===== config.mk =====
export PLATFORM = sky130hd
export DESIGN_NAME = smi_gate_reg
export DESIGN_NICKNAME = d
export VERILOG_FILES = /design/src/rtl/smi_pkg.sv /design/src/rtl/smi_en_store.sv /design/src/rtl/smi_port_match.sv /design/src/rtl/smi_src_gate.sv /design/src/rtl/smi_gate_reg.sv
export SDC_FILE = /design/constraint.sdc
export NUM_CORES = 1
export LEC_CHECK = 0
export ABC_AREA = 1
export ABC_CLOCK_PERIOD_IN_PS = 1650
export BUFFER_PORTS_ARGS = -buffer_cell sky130_fd_sc_hd__buf_2
export CAP_MARGIN = 20
export CELL_PAD_IN_SITES_DETAIL_PLACEMENT = 1
export CELL_PAD_IN_SITES_GLOBAL_PLACEMENT = 2
export CORE_MARGIN = 5
export CORE_UTILIZATION = 11
export CTS_CLUSTER_DIAMETER = 200
export DETAILED_ROUTE_END_ITERATION = 12
export GPL_ROUTABILITY_DRIVEN = 1
export GPL_TIMING_DRIVEN = 0
export HOLD_SLACK_MARGIN = 0.12
export PLACE_DENSITY_LB_ADDON = 0.1
export SLEW_MARGIN = 25
export SYNTH_ARGS = -nofsm -noshare
export SYNTH_HDL_FRONTEND = slang
export SYNTH_SLANG_ARGS = --single-unit

===== constraint.sdc =====
create_clock -name clk -period 1.65 [get_ports clk]
set_clock_uncertainty 0.2 [all_clocks]
set_input_delay 0.165 -clock clk [delete_from_list [all_inputs] [get_ports clk]]
set_output_delay 0.165 -clock clk [all_outputs]
set_load 0.02 [all_outputs]

===== src/rtl/smi_pkg.sv =====
package smi_pkg;

    localparam int REG_W  = 32;
    localparam int B_PER  = 14;
    localparam int B_WDG  = 13;
    localparam int B_UCON = 11;
    localparam int B_RLS  = 7;
    localparam int B_SWT  = 6;
    localparam int B_APM  = 5;
    localparam int B_SLP  = 4;
    localparam int B_USB  = 3;

    // storable enable bits
    localparam logic [REG_W-1:0] STORE_MASK =
        (32'd1 << B_PER) | (32'd1 << B_WDG) | (32'd1 << B_UCON) |
        (32'd1 << B_SWT) | (32'd1 << B_APM) | (32'd1 << B_SLP) |
        (32'd1 << B_USB);

    typedef struct packed {
        logic periodic;
        logic wdog;
        logic ucon;
        logic swtmr;
        logic apm;
        logic slp;
        logic usb;
    } smi_en_t;

    typedef struct packed {
        logic periodic;
        logic wdog;
        logic nmi;
        logic ucon;
        logic swtmr;
        logic apm;
        logic slp;
        logic usb;
    } smi_src_t;

    function automatic smi_en_t unpack_en(input logic [REG_W-1:0] w);
        smi_en_t e;
        e.periodic = w[B_PER];
        e.wdog     = w[B_WDG];
        e.ucon     = w[B_UCON];
        e.swtmr    = w[B_SWT];
        e.apm      = w[B_APM];
        e.slp      = w[B_SLP];
        e.usb      = w[B_USB];
        return e;
    endfunction

    function automatic logic [REG_W-1:0] pack_en(input smi_en_t e);
        logic [REG_W-1:0] w;
        w          = '0;
        w[B_PER]   = e.periodic;
        w[B_WDG]   = e.wdog;
        w[B_UCON]  = e.ucon;
        w[B_SWT]   = e.swtmr;
        w[B_APM]   = e.apm;
        w[B_SLP]   = e.slp;
        w[B_USB]   = e.usb;
        return w;
    endfunction

endpackage


===== src/rtl/smi_en_store.sv =====
module smi_en_store
    import smi_pkg::*;
(
    input  logic             clk,
    input  logic             rst,
    input  logic             wr_en,
    input  logic [REG_W-1:0] wr_data,
    input  logic             lock_in,
    output smi_en_t          en_q,
    output logic             rls_pulse
);
    smi_en_t en_nxt;

    always_comb begin
        en_nxt = unpack_en(wr_data);
        if (lock_in) begin
            en_nxt.wdog = en_q.wdog;
        end
    end

    always_ff @(posedge clk) begin
        if (rst) begin
            en_q      <= '0;
            rls_pulse <= 1'b0;
        end else begin
            rls_pulse <= wr_en & wr_data[B_RLS];
            if (wr_en) begin
                en_q <= en_nxt;
            end
        end
    end
endmodule


===== src/rtl/smi_port_match.sv =====
module smi_port_match #(
    parameter int                     ADDR_W = 16,
    parameter int                     NPORT  = 2,
    parameter logic [NPORT*ADDR_W-1:0] PORTS = {16'h0066, 16'h0062}
) (
    input  logic              io_access,
    input  logic [ADDR_W-1:0] io_addr,
    output logic              hit
);
    logic [NPORT-1:0] match;

    for (genvar i = 0; i < NPORT; i++) begin : g_port
        assign match[i] = (io_addr == PORTS[i*ADDR_W +: ADDR_W]);
    end

    assign hit = io_access & (|match);
endmodule


===== src/rtl/smi_src_gate.sv =====
module smi_src_gate
    import smi_pkg::*;
(
    input  smi_en_t  en,
    input  smi_src_t src,
    input  logic     nmi_route_en,
    output logic     smi,
    output logic     sleep_go
);
    smi_src_t allowed;
    smi_src_t gated;

    always_comb begin
        allowed.periodic = en.periodic;
        allowed.wdog     = en.wdog;
        allowed.nmi      = nmi_route_en;
        allowed.ucon     = en.ucon;
        allowed.swtmr    = en.swtmr;
        allowed.apm      = en.apm;
        allowed.slp      = en.slp;
        allowed.usb      = en.usb;
        gated            = src & allowed;
    end

    assign smi      = |gated;
    assign sleep_go = src.slp & ~en.slp;
endmodule


===== src/rtl/smi_gate_reg.sv =====
module smi_gate_reg
    import smi_pkg::*;
#(
    parameter int               ADDR_W      = 16,
    parameter logic [ADDR_W-1:0] TRAP_PORT_A = 16'h0062,
    parameter logic [ADDR_W-1:0] TRAP_PORT_B = 16'h0066
) (
    input  logic              clk,
    input  logic              rst,
    input  logic              wr_en,
    input  logic [REG_W-1:0]  wr_data,
    output logic [REG_W-1:0]  rd_data,
    input  logic              lock_in,
    input  logic              nmi_route_en,
    input  logic              periodic_sts,
    input  logic              wdog_sts,
    input  logic              nmi_sts,
    input  logic              swtmr_sts,
    input  logic              usb_sts,
    input  logic              apm_wr,
    input  logic              io_access,
    input  logic [ADDR_W-1:0] io_addr,
    input  logic              sleep_wr,
    output logic              smi_req,
    output logic              sci_pulse,
    output logic              sleep_go
);
    localparam int NPORT = 2;
    localparam logic [NPORT*ADDR_W-1:0] TRAP_LIST = {TRAP_PORT_B, TRAP_PORT_A};

    smi_en_t  en_q;
    smi_src_t src;
    logic     trap_hit;

    smi_en_store u_store (
        .clk       (clk),
        .rst       (rst),
        .wr_en     (wr_en),
        .wr_data   (wr_data),
        .lock_in   (lock_in),
        .en_q      (en_q),
        .rls_pulse (sci_pulse)
    );

    smi_port_match #(
        .ADDR_W (ADDR_W),
        .NPORT  (NPORT),
        .PORTS  (TRAP_LIST)
    ) u_match (
        .io_access (io_access),
        .io_addr   (io_addr),
        .hit       (trap_hit)
    );

    always_comb begin
        src.periodic = periodic_sts;
        src.wdog     = wdog_sts;
        src.nmi      = nmi_sts;
        src.ucon     = trap_hit;
        src.swtmr    = swtmr_sts;
        src.apm      = apm_wr;
        src.slp      = sleep_wr;
        src.usb      = usb_sts;
    end

    smi_src_gate u_gate (
        .en           (en_q),
        .src          (src),
        .nmi_route_en (nmi_route_en),
        .smi          (smi_req),
        .sleep_go     (sleep_go)
    );

    assign rd_data = pack_en(en_q);
endmodule


Word-level counts from Yosys, hierarchy flattened:

Index checks and enable logic that the tools add are counted.

* eq/ne operators: 2
* bitwise logic cells: 6
* reduce and logical (&&, ||, !) cells: 3

Operators by type and width (number)
* 16-bit by 7-bit == test with 1-bit output, second input constant: 2
* 8-bit AND: 1
* 8-bit OR reduction: 1
* 1-bit AND: 3
* 1-bit NOT: 2
* 2-bit AND reduction: 1
* 2-bit OR reduction: 1

* flip-flop bits (word level): 8
* input port bits: 61
* output and inout port bits: 35

Depth between registers and ports, before layout:

Gate-level depths: netlist (run 1).

* depth after elaboration: 5
* mapped depth: 6
* mapped depth without buffers: 6

Modules after synthesis:

Synthesis (run 1) repeated with hierarchy kept, for this count alone.

* cell total of the unflattened synthesis: 107
* area total of the unflattened synthesis: 655.6 µm²

By module, submodules not included
* smi_en_store: instances 1, cells each 37, area each 296.5 µm², seq. area each 160.2 µm²
* smi_gate_reg: instances 1, cells each 26, area each 191.4 µm², seq. area each 0.0 µm²
* smi_port_match: instances 1, cells each 27, area each 101.3 µm², seq. area each 0.0 µm²
* smi_src_gate: instances 1, cells each 17, area each 66.3 µm², seq. area each 0.0 µm²

Worst setup path before layout (run 1):

OpenSTA, ideal clock, no wires.

* kind: register to output
* start point: reg, netlist name u_store.en_q[4]
* end point: out smi_req
* arrival time: 0.858 ns
* path slack: 0.427 ns
* cell stages (with the launch flop): 5
* path through: dfxtp_1 -> nand4_1 -> nor2_1 -> nand3_1 -> nand2_1

* cells in the longest elaborated chain, start to end: 2

Ends and longest elaborated chain
* 8-bit AND: line smi_src_gate.sv:22 `gated = src & allowed;`
* 8-bit OR reduction: line smi_src_gate.sv:25 `assign smi = |gated;`
* end, declared: line smi_gate_reg.sv:24 `output logic smi_req,`

No other way between the ends.

==> results by group, run 1 <==
Setup path
  • CP startpoint kind: input port
  • Crit path capture type: register
  • Reg-to-reg slack, setup: 830 ps
  • Critical Path AT: around 1500 ps
  • Worst R2R End: u_store.en_q[4]$_SDFFE_PP0P_
  • CP max FO: 1
  • Req. time, crit path: 1540 ps
  • R2R cell count: 2
  • Worst Setup Path Type: input port to register
  • Worst r2r src: u_store.en_q[4]$_SDFFE_PP0P_

Finish
  • Multi-input logic area: 305 sq um
  • Fillers: 668
  • Share of layout cells above drive strength 1: 42.0%
  • NumNets Final: 239
  • Inserted Diodes: 0
  • Layout area overhead: 103%
  • Sequential cell area: between 150 and 200 sq um
  • Fin cells: 246

Power and ir drop
  • Leak: ~0.65 nW
  • Peak VDD IR: 0.186 mV
  • Power Total: 0.694 mW
  • Power per Cell Area: between 500 and 600 mW/mm^2

Floorplanning
  • Die width: around 84 um
  • Chip Height: 83.6 um
  • Core area: 0.00517 sq mm
  • Initial Util: between 10 and 15%
  • Row cnt: 26
  • Die ar.: 0.00699 sq mm
  • I/O Pins: 96

Clocking
  • CTS Buf Count: 3
  • Clock tree sinks: 8
  • Clk slew on worst S/H paths: 40 ps
  • Root Driver: clkbuf_8
  • Clock Latency Late Sink: 220 ps
  • CTS tree: built
  • H-tree Lvls: 1
  • Clock Path Buffers: 2

Placement
  • GP Congestion: just under 0.8
  • Placed Cells: 225
  • Input/output buffers: 43
  • Dpl ws: 406 ps
  • DP HPWL: 1.98 mm

Hold path
  • Worst hold endpoint: u_store.rls_pulse$_SDFF_PP0_
  • Worst hold path class: input port to register
  • Hold path cells: 2
  • Min-Delay Startpoint: rst

Global route
  • Number of global-route vias before repair: 808
  • Initial antenna violation count: 0
  • Largest net degree at the start of global routing: 9
  • Gr ovfl total: 0
  • First-pass GRT wire length: 3.83 mm
  • GRT Util Overall: 6.78%

Drt
  • DRT Pass-1 Iters: 4
  • Post-route ant nets: 0
  • Total Wirelength: 2.37 mm
  • Routed len/inst: a little under 10 um
  • DR iter-0 viols: 29
  • # DRC: 0
  • Vias per cell: around 3.2
  • Via count: 781

STA
  • Final setup fails: 0
  • Min cycle time layout: roughly 1600 ps
  • Setup TNS: 0 ps
  • Slew Viols, Final: 0
  • Worst hold margin: 131 ps
  • Max frequency: 625 MHz
  • Period utilisation layout: 97.0%
  • Unrepaired setup endpoints after global routing: no
  • Post-route setup slack: approximately 50 ps
  • Hold Vio Cnt, Final: 0

Synthesis
  • Synth Instances: 88
  • Yosys warnings: 0
  • Syn avg cell area: around 6.8 sq um
  • Mapped cell area: roughly 600 sq um
  • Sequential area share after synthesis: 26.9%
  • Post-synthesis cell type count: 16
  • Yosys reg bits: 8

Outcome
  • Status: finished, final reports clean

Flow run
  • Max Cap Viol: 0
[how the worst max path moves through the flow]
stage                                       startpoint  slack, ps  cells after the start                            to
final                                       wr_data[4]         50                      5  u_store.en_q[1]$_SDFFE_PP0P_
after floorplan           u_store.en_q[4]$_SDFFE_PP0P_        430                      4                       smi_req
after global placement                      io_addr[3]        400                      6                       smi_req
after detailed placement                    io_addr[3]        410                      6                       smi_req
after CTS                                  wr_data[11]         70                      5  u_store.en_q[4]$_SDFFE_PP0P_
after global routing                       wr_data[11]         20                      5  u_store.en_q[4]$_SDFFE_PP0P_
[layer usage]
| metal | vias up | track usage (%) | part of all wire (%) |
|---|---|---|---|
| li1 | 400 | - | - |
| met3 | 2 | 2.37 | 9.0 |
| met1 | 339 | 7.40 | 39 |
| met5 | - | 0 | 0 |
| met2 | 40 | 11.5 | 51 |
| met4 | 0 | 3.51 | 1.4 |
[layout make-up]
class                           count  share of cell area (%)
Buffer                             27                    16.8
Multi-Input combinational cell     73                    25.2
Sequential cell                     8                    13.2
Tap cell                           70                    7.24
Clock buffer                        3                    3.41
Inverter                            4                    1.45
Timing Repair Buffer               61                    32.7
[stage by stage]
stage | cell area, sq um | utilization, %
floorplan | 686 | -
global placement | 988 | 19.1
detailed placement | 988 | 19.1
CTS | 1210 | 23.4
global route | 1210 | 23.4
finish | 1210 | 23.4
[cell usage after synthesis, drive strengths merged]
| cell type | count | area (sq um) |
|---|---|---|
| buf | 26 | 199 |
| nand2 | 24 | 90.1 |
| nor2 | 10 | 45.0 |
| dfxtp | 8 | 160 |
| a21oi | 7 | 35.0 |
| inv | 4 | 17.5 |
| nand3 | 2 | 10.0 |
| nand4 | 2 | 12.5 |
| clkbuf | 1 | 3.75 |
| conb | 1 | 3.75 |
| nor3b | 1 | 7.51 |
| o21ai | 1 | 5.00 |
| or2 | 1 | 6.26 |
[sequential cells by signal, indices dropped and copies added (netlist names)]
name,flops
u_store.rls_pulse,1
u_store.en_q,7
[where the power goes]
| part | total, mW | switching (mW) | internal [mW] |
|---|---|---|---|
| clock network | 0.233 | 0.0751 | 0.158 |
| logic | 0.250 | 0.128 | 0.122 |
| registers | 0.211 | 0.00704 | 0.204 |
[kinds of logic (layout without fill, tap and decap cells)]
logic type | after synthesis | in the layout | synth area share [%]
other | 1 | 25 | 0.630
DFF | 8 | 8 | 26.9
and+or+nand+nor | 40 | 40 | 28.8
AOI/OAI and AO/OA | 8 | 8 | 6.72
buffers and inverters | 31 | 95 | 37.0
[critical path: stages]
cell	delay, ps
dlygate4sd3_1	550
buf_2	120
nand2_1	50
dlygate4sd3_1	550
a21oi_1	60
[placed cells by master, fill, tap and decap left out]
master,Yosys,routed
buf_2,0,43
buf_4,25,25
conb_1,1,25
nand2_1,24,24
dlygate4sd3_1,0,18
nor2_1,9,9
dfxtp_1,8,8
a21oi_1,7,7
inv_1,3,3
clkbuf_8,0,3
nand4_1,2,2
nand3_1,2,2
or2_0,1,1
nor3b_1,1,1
buf_6,1,1
inv_4,1,1
clkbuf_1,1,1
o21ai_1,1,1
nor2_4,1,1
[timing repair]
item,CTS,global route
buffers inserted,0,0
resized for setup,0,0
hold buffers,18,0
hold endpoints to repair,8,0
Note: power is estimated with default switching activity, not from simulation.
==> inputs of run 2 (changes only) <==
- RECOVER_POWER: not set -> 100
==> run 2 against run 1 <==
Against the previous run:
- sequential share of layout area rose by 0.12 points
- combinational power about the same
- utilization is 0.22 points lower
- hold slack better by 3.7 ps
- clock-buffer cell count did not move
- clock power about the same
- largest power group unchanged
- via count decreased by 0.13%
- critical endpoint unchanged
- register-to-register slack about the same
- non-clock buffer count unchanged
- die area did not move
- sequential power about the same
==> results by group, run 2 (same netlist as run 1, synthesis figures left out) <==
Outcome
  • Status: finished, final reports clean

STA
  • Unrepaired setup endpoints after global routing: no
  • Period utilisation layout: 97.2% (+0.22 points)
  • Min cycle time layout: 1600 ps (+3.68 ps)
  • Slew Viols, Final: 0 (unchanged)
  • Worst hold margin: 134 ps (+3.67 ps)
  • Post-route setup slack: 46.1 ps (-3.67 ps)
  • Setup TNS: 0 ps (unchanged)
  • Max frequency: 623 MHz (-0.23%)
  • Final setup fails: 0 (unchanged)
  • Hold Vio Cnt, Final: 0 (unchanged)

Drt
  • Vias per cell: 3.17 (-0.13%)
  • Routed len/inst: 9.68 um (+0.42%)
  • Post-route ant nets: 0 (unchanged)
  • Via count: 780 (-0.13%)
  • Total Wirelength: 2.38 mm (+0.42%)
  • DRT Pass-1 Iters: 4 (unchanged)
  • # DRC: 0 (unchanged)
  • DR iter-0 viols: 31 (+6.9%)

Clocking
  • Post-CTS Setup Bufs: 0 (unchanged)
  • H-tree Lvls: 1 (unchanged)
  • Clock tree sinks: 8 (unchanged)
  • CTS Buf Count: 3 (unchanged)
  • CTS tree: built
  • PostCTS Resize Cnt: 0 (unchanged)
  • Clk slew on worst S/H paths: 40 ps (about the same)
  • Clock Latency Late Sink: 220 ps (about the same)
  • Root Driver: clkbuf_8
  • # hold bufs at CTS: 18 (unchanged)
  • Clock Path Buffers: 2 (unchanged)

Setup path
  • Worst setup startpoint: wr_data[4]
  • Critical Path AT: 1490 ps (about the same)
  • Req. time, crit path: 1540 ps (about the same)
  • Worst setup path endpoint: u_store.en_q[1]$_SDFFE_PP0P_
  • CP startpoint kind: input port
  • Reg-to-reg slack, setup: 820 ps (about the same)
  • Worst Setup Path Type: input port to register
  • Worst r2r src: u_store.en_q[4]$_SDFFE_PP0P_
  • CP max FO: 1 (unchanged)
  • Crit path capture type: register
  • Worst R2R End: u_store.en_q[4]$_SDFFE_PP0P_
  • R2R cell count: 2 (unchanged)

Global route
  • GRT Util Overall: 6.78% (unchanged)
  • Gr ovfl total: 0 (unchanged)
  • Number of global-route vias before repair: 808 (unchanged)
  • Largest net degree at the start of global routing: 9 (unchanged)
  • Initial antenna violation count: 0 (unchanged)
  • First-pass GRT wire length: 3.83 mm (unchanged)

Finish
  • Largest registers: u_store.en_q x7, u_store.rls_pulse x1
  • Inserted Diodes: 0 (unchanged)
  • Largest Register: u_store.en_q
  • Most common cell after layout, fill and taps aside: buf_2
  • Fillers: 666 (-0.30%)
  • Commonest non-fill, non-tap cells in the layout: 33 x buf_2, 25 x buf_4, 25 x conb_1
  • Largest register FFs: 7 (unchanged)
  • Share of layout cells above drive strength 1: 36.9% (-5.1 points)
  • NumNets Final: 239 (unchanged)
  • Layout area overhead: 101%

Placement
  • Dpl ws: 406 ps (unchanged)
  • Input/output buffers: 43 (unchanged)
  • DP HPWL: 1.98 mm (unchanged)
  • GP Congestion: 0.781 (unchanged)

Floorplanning
  • I/O Pins: 96 (unchanged)
  • Initial Util: 11.5% (unchanged)
  • Row cnt: 26 (unchanged)
  • Core area: 0.00517 sq mm (unchanged)
  • Die ar.: 0.00699 sq mm (unchanged)
  • Die width: 83.6 um (unchanged)
  • Chip Height: 83.6 um (unchanged)

Power and ir drop
  • Power Total: 0.692 mW (-0.36%)
  • Leak: 0.616 nW (-5.3%)
  • Peak VDD IR: 0.187 mV (+0.68%)
  • Power per Cell Area: 577 mW/mm^2 (+0.58%)

Flow run
  • Max Cap Viol: 0 (unchanged)

Hold path
  • Worst hold path class: input port to register
run 2: layer usage:
| layer | GRT usage [%] | share of wire [%] | up-vias |
|---|---|---|---|
| li1 | - | - | 400 |
| met1 | 7.40 | 39 | 338 |
| met2 | 11.5 | 51 | 40 |
| met3 | 2.37 | 8.9 | 2 |
| met4 | 3.51 | 1.4 | 0 |
| met5 | 0 | 0 | - |
run 2: area by class of cell:
type	count	area, sq um	share of cell area, %
Timing Repair Buffer	61	384	32.0
Multi-Input combinational cell	73	305	25.5
Buffer	27	203	16.9
Sequential cell	8	160	13.4
Tap cell	70	87.6	7.31
Clock buffer	3	41.3	3.44
Inverter	4	17.5	1.46
run 2: worst min path at each step:
| stage | start | cells past startpoint | slack, ps | end |
|---|---|---|---|---|
| 6_report | rst | 2 | 130 | u_store.rls_pulse$_SDFF_PP0_ |
| 5_1_grt | rst | 2 | 170 | u_store.rls_pulse$_SDFF_PP0_ |
| 4_1_cts | wr_en | 4 | 140 | u_store.en_q[5]$_SDFFE_PP0P_ |
| 3_5_place_dp | wr_data[7] | 3 | 200 | u_store.rls_pulse$_SDFF_PP0_ |
| 3_3_place_gp | wr_data[7] | 3 | 200 | u_store.rls_pulse$_SDFF_PP0_ |
| 2_1_floorplan | wr_data[7] | 2 | 90 | u_store.rls_pulse$_SDFF_PP0_ |
run 2: stage by stage:
step	utilization [%]	std cells	cell area, sq um
floorplan	-	112	686
global placement	19.1	225	988
detailed placement	19.1	225	988
CTS	23.4	246	1210
global route	23.2	246	1200
finish	23.2	246	1200
run 2: power by group:
part           internal, mW  switching, mW
clock                 0.158         0.0751
sequential            0.204        0.00734
combinational         0.119          0.129
total                 0.481          0.211
run 2: critical path, stage by stage:
cell and delay [ps]:
dlygate4sd3_1 550, buf_2 120, nand2_1 50, dlygate4sd3_1 550, a21oi_1 60
==> inputs of run 3 (changes only) <==
- BUFFER_PORTS_ARGS: -buffer_cell sky130_fd_sc_hd__buf_2 -> -buffer_cell sky130_fd_sc_hd__clkbuf_2
==> run 3 against run 2 <==
Against the previous run:
- setup slack gained 29 ps
- highest routed layer unchanged
- maximum frequency grew 1.8%
- hold slack lost 15 ps
- first-iteration DRC count shrank 45%
- critical path type unchanged
- final area is the same
- die area is the same
- clock-buffer cell count is the same
- critical endpoint unchanged
==> results by group, run 3 (same netlist as run 1, synthesis figures left out) <==
Floorplanning
  • Initial Util: 11.5% (unchanged)
  • Chip Height: 83.6 um (unchanged)
  • Core area: 0.00517 sq mm (unchanged)
  • I/O Pins: 96 (unchanged)
  • Row cnt: 26 (unchanged)
  • Die ar.: 0.00699 sq mm (unchanged)
  • Die width: 83.6 um (unchanged)

Global route
  • First-pass GRT wire length: 3.90 mm (+1.8%)
  • Gr ovfl total: 0 (unchanged)
  • Largest net degree at the start of global routing: 9 (unchanged)
  • Number of global-route vias before repair: 836 (+3.5%)
  • GRT Util Overall: 6.94% (+0.16 points)
  • Initial antenna violation count: 0 (unchanged)

Clocking
  • Clock Latency Late Sink: 220 ps (about the same)
  • H-tree Lvls: 1 (unchanged)
  • Clock Path Buffers: 2 (unchanged)
  • Clock tree sinks: 8 (unchanged)
  • Root Driver: clkbuf_8
  • Clk slew on worst S/H paths: 40 ps (about the same)
  • PostCTS Resize Cnt: 0 (unchanged)
  • CTS Buf Count: 3 (unchanged)
  • CTS tree: built

Finish
  • Layout area overhead: 101% (unchanged)
  • Fin util: 23.2% (unchanged)
  • Fin cells: 246 (unchanged)
  • Share of layout cells above drive strength 1: 36.9% (unchanged)
  • Fillers: 655 (-1.7%)
  • Most common cell after layout, fill and taps aside: clkbuf_2
  • NumNets Final: 239 (unchanged)
  • Largest registers: u_store.en_q x7, u_store.rls_pulse x1
  • Largest Register: u_store.en_q
  • Largest register FFs: 7 (unchanged)
  • Final instance area: 0.00120 sq mm (unchanged)
  • Inserted Diodes: 0 (unchanged)
  • Commonest non-fill, non-tap cells in the layout: 34 x clkbuf_2, 25 x buf_4, 25 x conb_1

Placement
  • Instance area after placement: 988 sq um (unchanged)
  • Placed Cells: 225 (unchanged)
  • GP Congestion: 0.777 (-0.51%)
  • Input/output buffers: 43 (unchanged)
  • Dpl ws: 403 ps (-3.41 ps)
  • DP HPWL: 2.01 mm (+1.4%)

Power and ir drop
  • Power per Cell Area: 580 mW/mm^2 (+0.55%)
  • Peak VDD IR: 0.166 mV (-11%)
  • Leak: 0.623 nW (+1.2%)
  • Power Total: 0.696 mW (+0.55%)

Setup path
  • Req. time, crit path: 1540 ps (about the same)
  • Crit-path max cell delay: 540 ps (about the same)
  • CP most frequent cell: dlygate4sd3_1
  • CP delay by family, top: buffers and inverters
  • Crit path capture type: register
  • CP max FO: 1 (unchanged)
  • R2R cell count: 2 (unchanged)
  • WP buf/inv: 3 (unchanged)
  • CP cell instances: dlygate4sd3_1 -> clkbuf_2 -> nand2_1 -> dlygate4sd3_1 -> a21oi_1
  • Worst r2r src: u_store.en_q[4]$_SDFFE_PP0P_
  • CP startpoint kind: input port
  • Worst R2R End: u_store.en_q[4]$_SDFFE_PP0P_
  • Critical Path AT: 1470 ps (-20 ps)
  • Reg-to-reg slack, setup: 820 ps (about the same)
  • Worst Setup Path Type: input port to register
  • Slowest CP cell: dlygate4sd3_1

Drt
  • Vias per cell: 3.17 (unchanged)
  • Via count: 780 (unchanged)
  • Total Wirelength: 2.37 mm (-0.59%)
  • Post-route ant nets: 0 (unchanged)
  • Routed len/inst: 9.62 um (-0.59%)
  • DR iter-0 viols: 17 (-45%)
  • # DRC: 0 (unchanged)
  • DRT Pass-1 Iters: 4 (unchanged)

STA
  • Min cycle time layout: 1580 ps (-28.8 ps)
  • Period utilisation layout: 95.5% (-1.7 points)
  • Slew Viols, Final: 0 (unchanged)
  • Worst hold margin: 119 ps (-14.8 ps)
  • Final setup fails: 0 (unchanged)
  • Hold Vio Cnt, Final: 0 (unchanged)
  • Max frequency: 635 MHz (+1.8%)
  • Setup TNS: 0 ps (unchanged)
  • Post-route setup slack: 74.8 ps (+28.8 ps)
  • Unrepaired setup endpoints after global routing: no

Hold path
  • Hold path cells: 2 (unchanged)
  • Worst hold path class: input port to register
  • Worst hold endpoint: u_store.rls_pulse$_SDFF_PP0_
  • Min-Delay Startpoint: rst

Outcome
  • Status: finished, final reports clean

Flow run
  • Max Cap Viol: 0 (unchanged)
-- run 3: cell type report --
type / instances / area [sq um] / share of cell area (%)
tap: 70 / 87.6 / 7.31
clock buffer: 3 / 41.3 / 3.44
multi-input combinational: 73 / 305 / 25.5
buffer: 27 / 203 / 16.9
sequential: 8 / 160 / 13.4
timing repair buffer: 61 / 384 / 32.0
inverter: 4 / 17.5 / 1.46
-- run 3: worst max path at each step --
stage	slack, ps	end	start	depth (start not counted)
2_1_floorplan	430	smi_req	u_store.en_q[4]$_SDFFE_PP0P_	4
3_3_place_gp	400	smi_req	io_addr[3]	6
3_5_place_dp	400	smi_req	io_addr[3]	6
4_1_cts	80	u_store.en_q[1]$_SDFFE_PP0P_	wr_data[4]	5
5_1_grt	20	u_store.en_q[4]$_SDFFE_PP0P_	wr_data[11]	5
6_report	70	u_store.en_q[1]$_SDFFE_PP0P_	wr_data[4]	5
-- run 3: report_power, final --
part / internal, mW / switching [mW] / total (mW)
Sequential: 0.204 / 0.00758 / 0.212
Combinational: 0.119 / 0.129 / 0.248
Clock: 0.158 / 0.0780 / 0.236
Total: 0.481 / 0.214 / 0.696
-- run 3: repair_timing --
action | in CTS | in global routing
hold buffers | 18 | 0
buffers inserted | 0 | 0
hold endpoints to repair | 8 | 0
-- run 3: metal layers --
layer	wire, um	global-route usage, %	vias to the layer above
met3	243	2.57	2
met5	0	0	-
li1	-	-	400
met1	913	7.22	340
met2	1180	12.1	38
met4	34	3.51	0
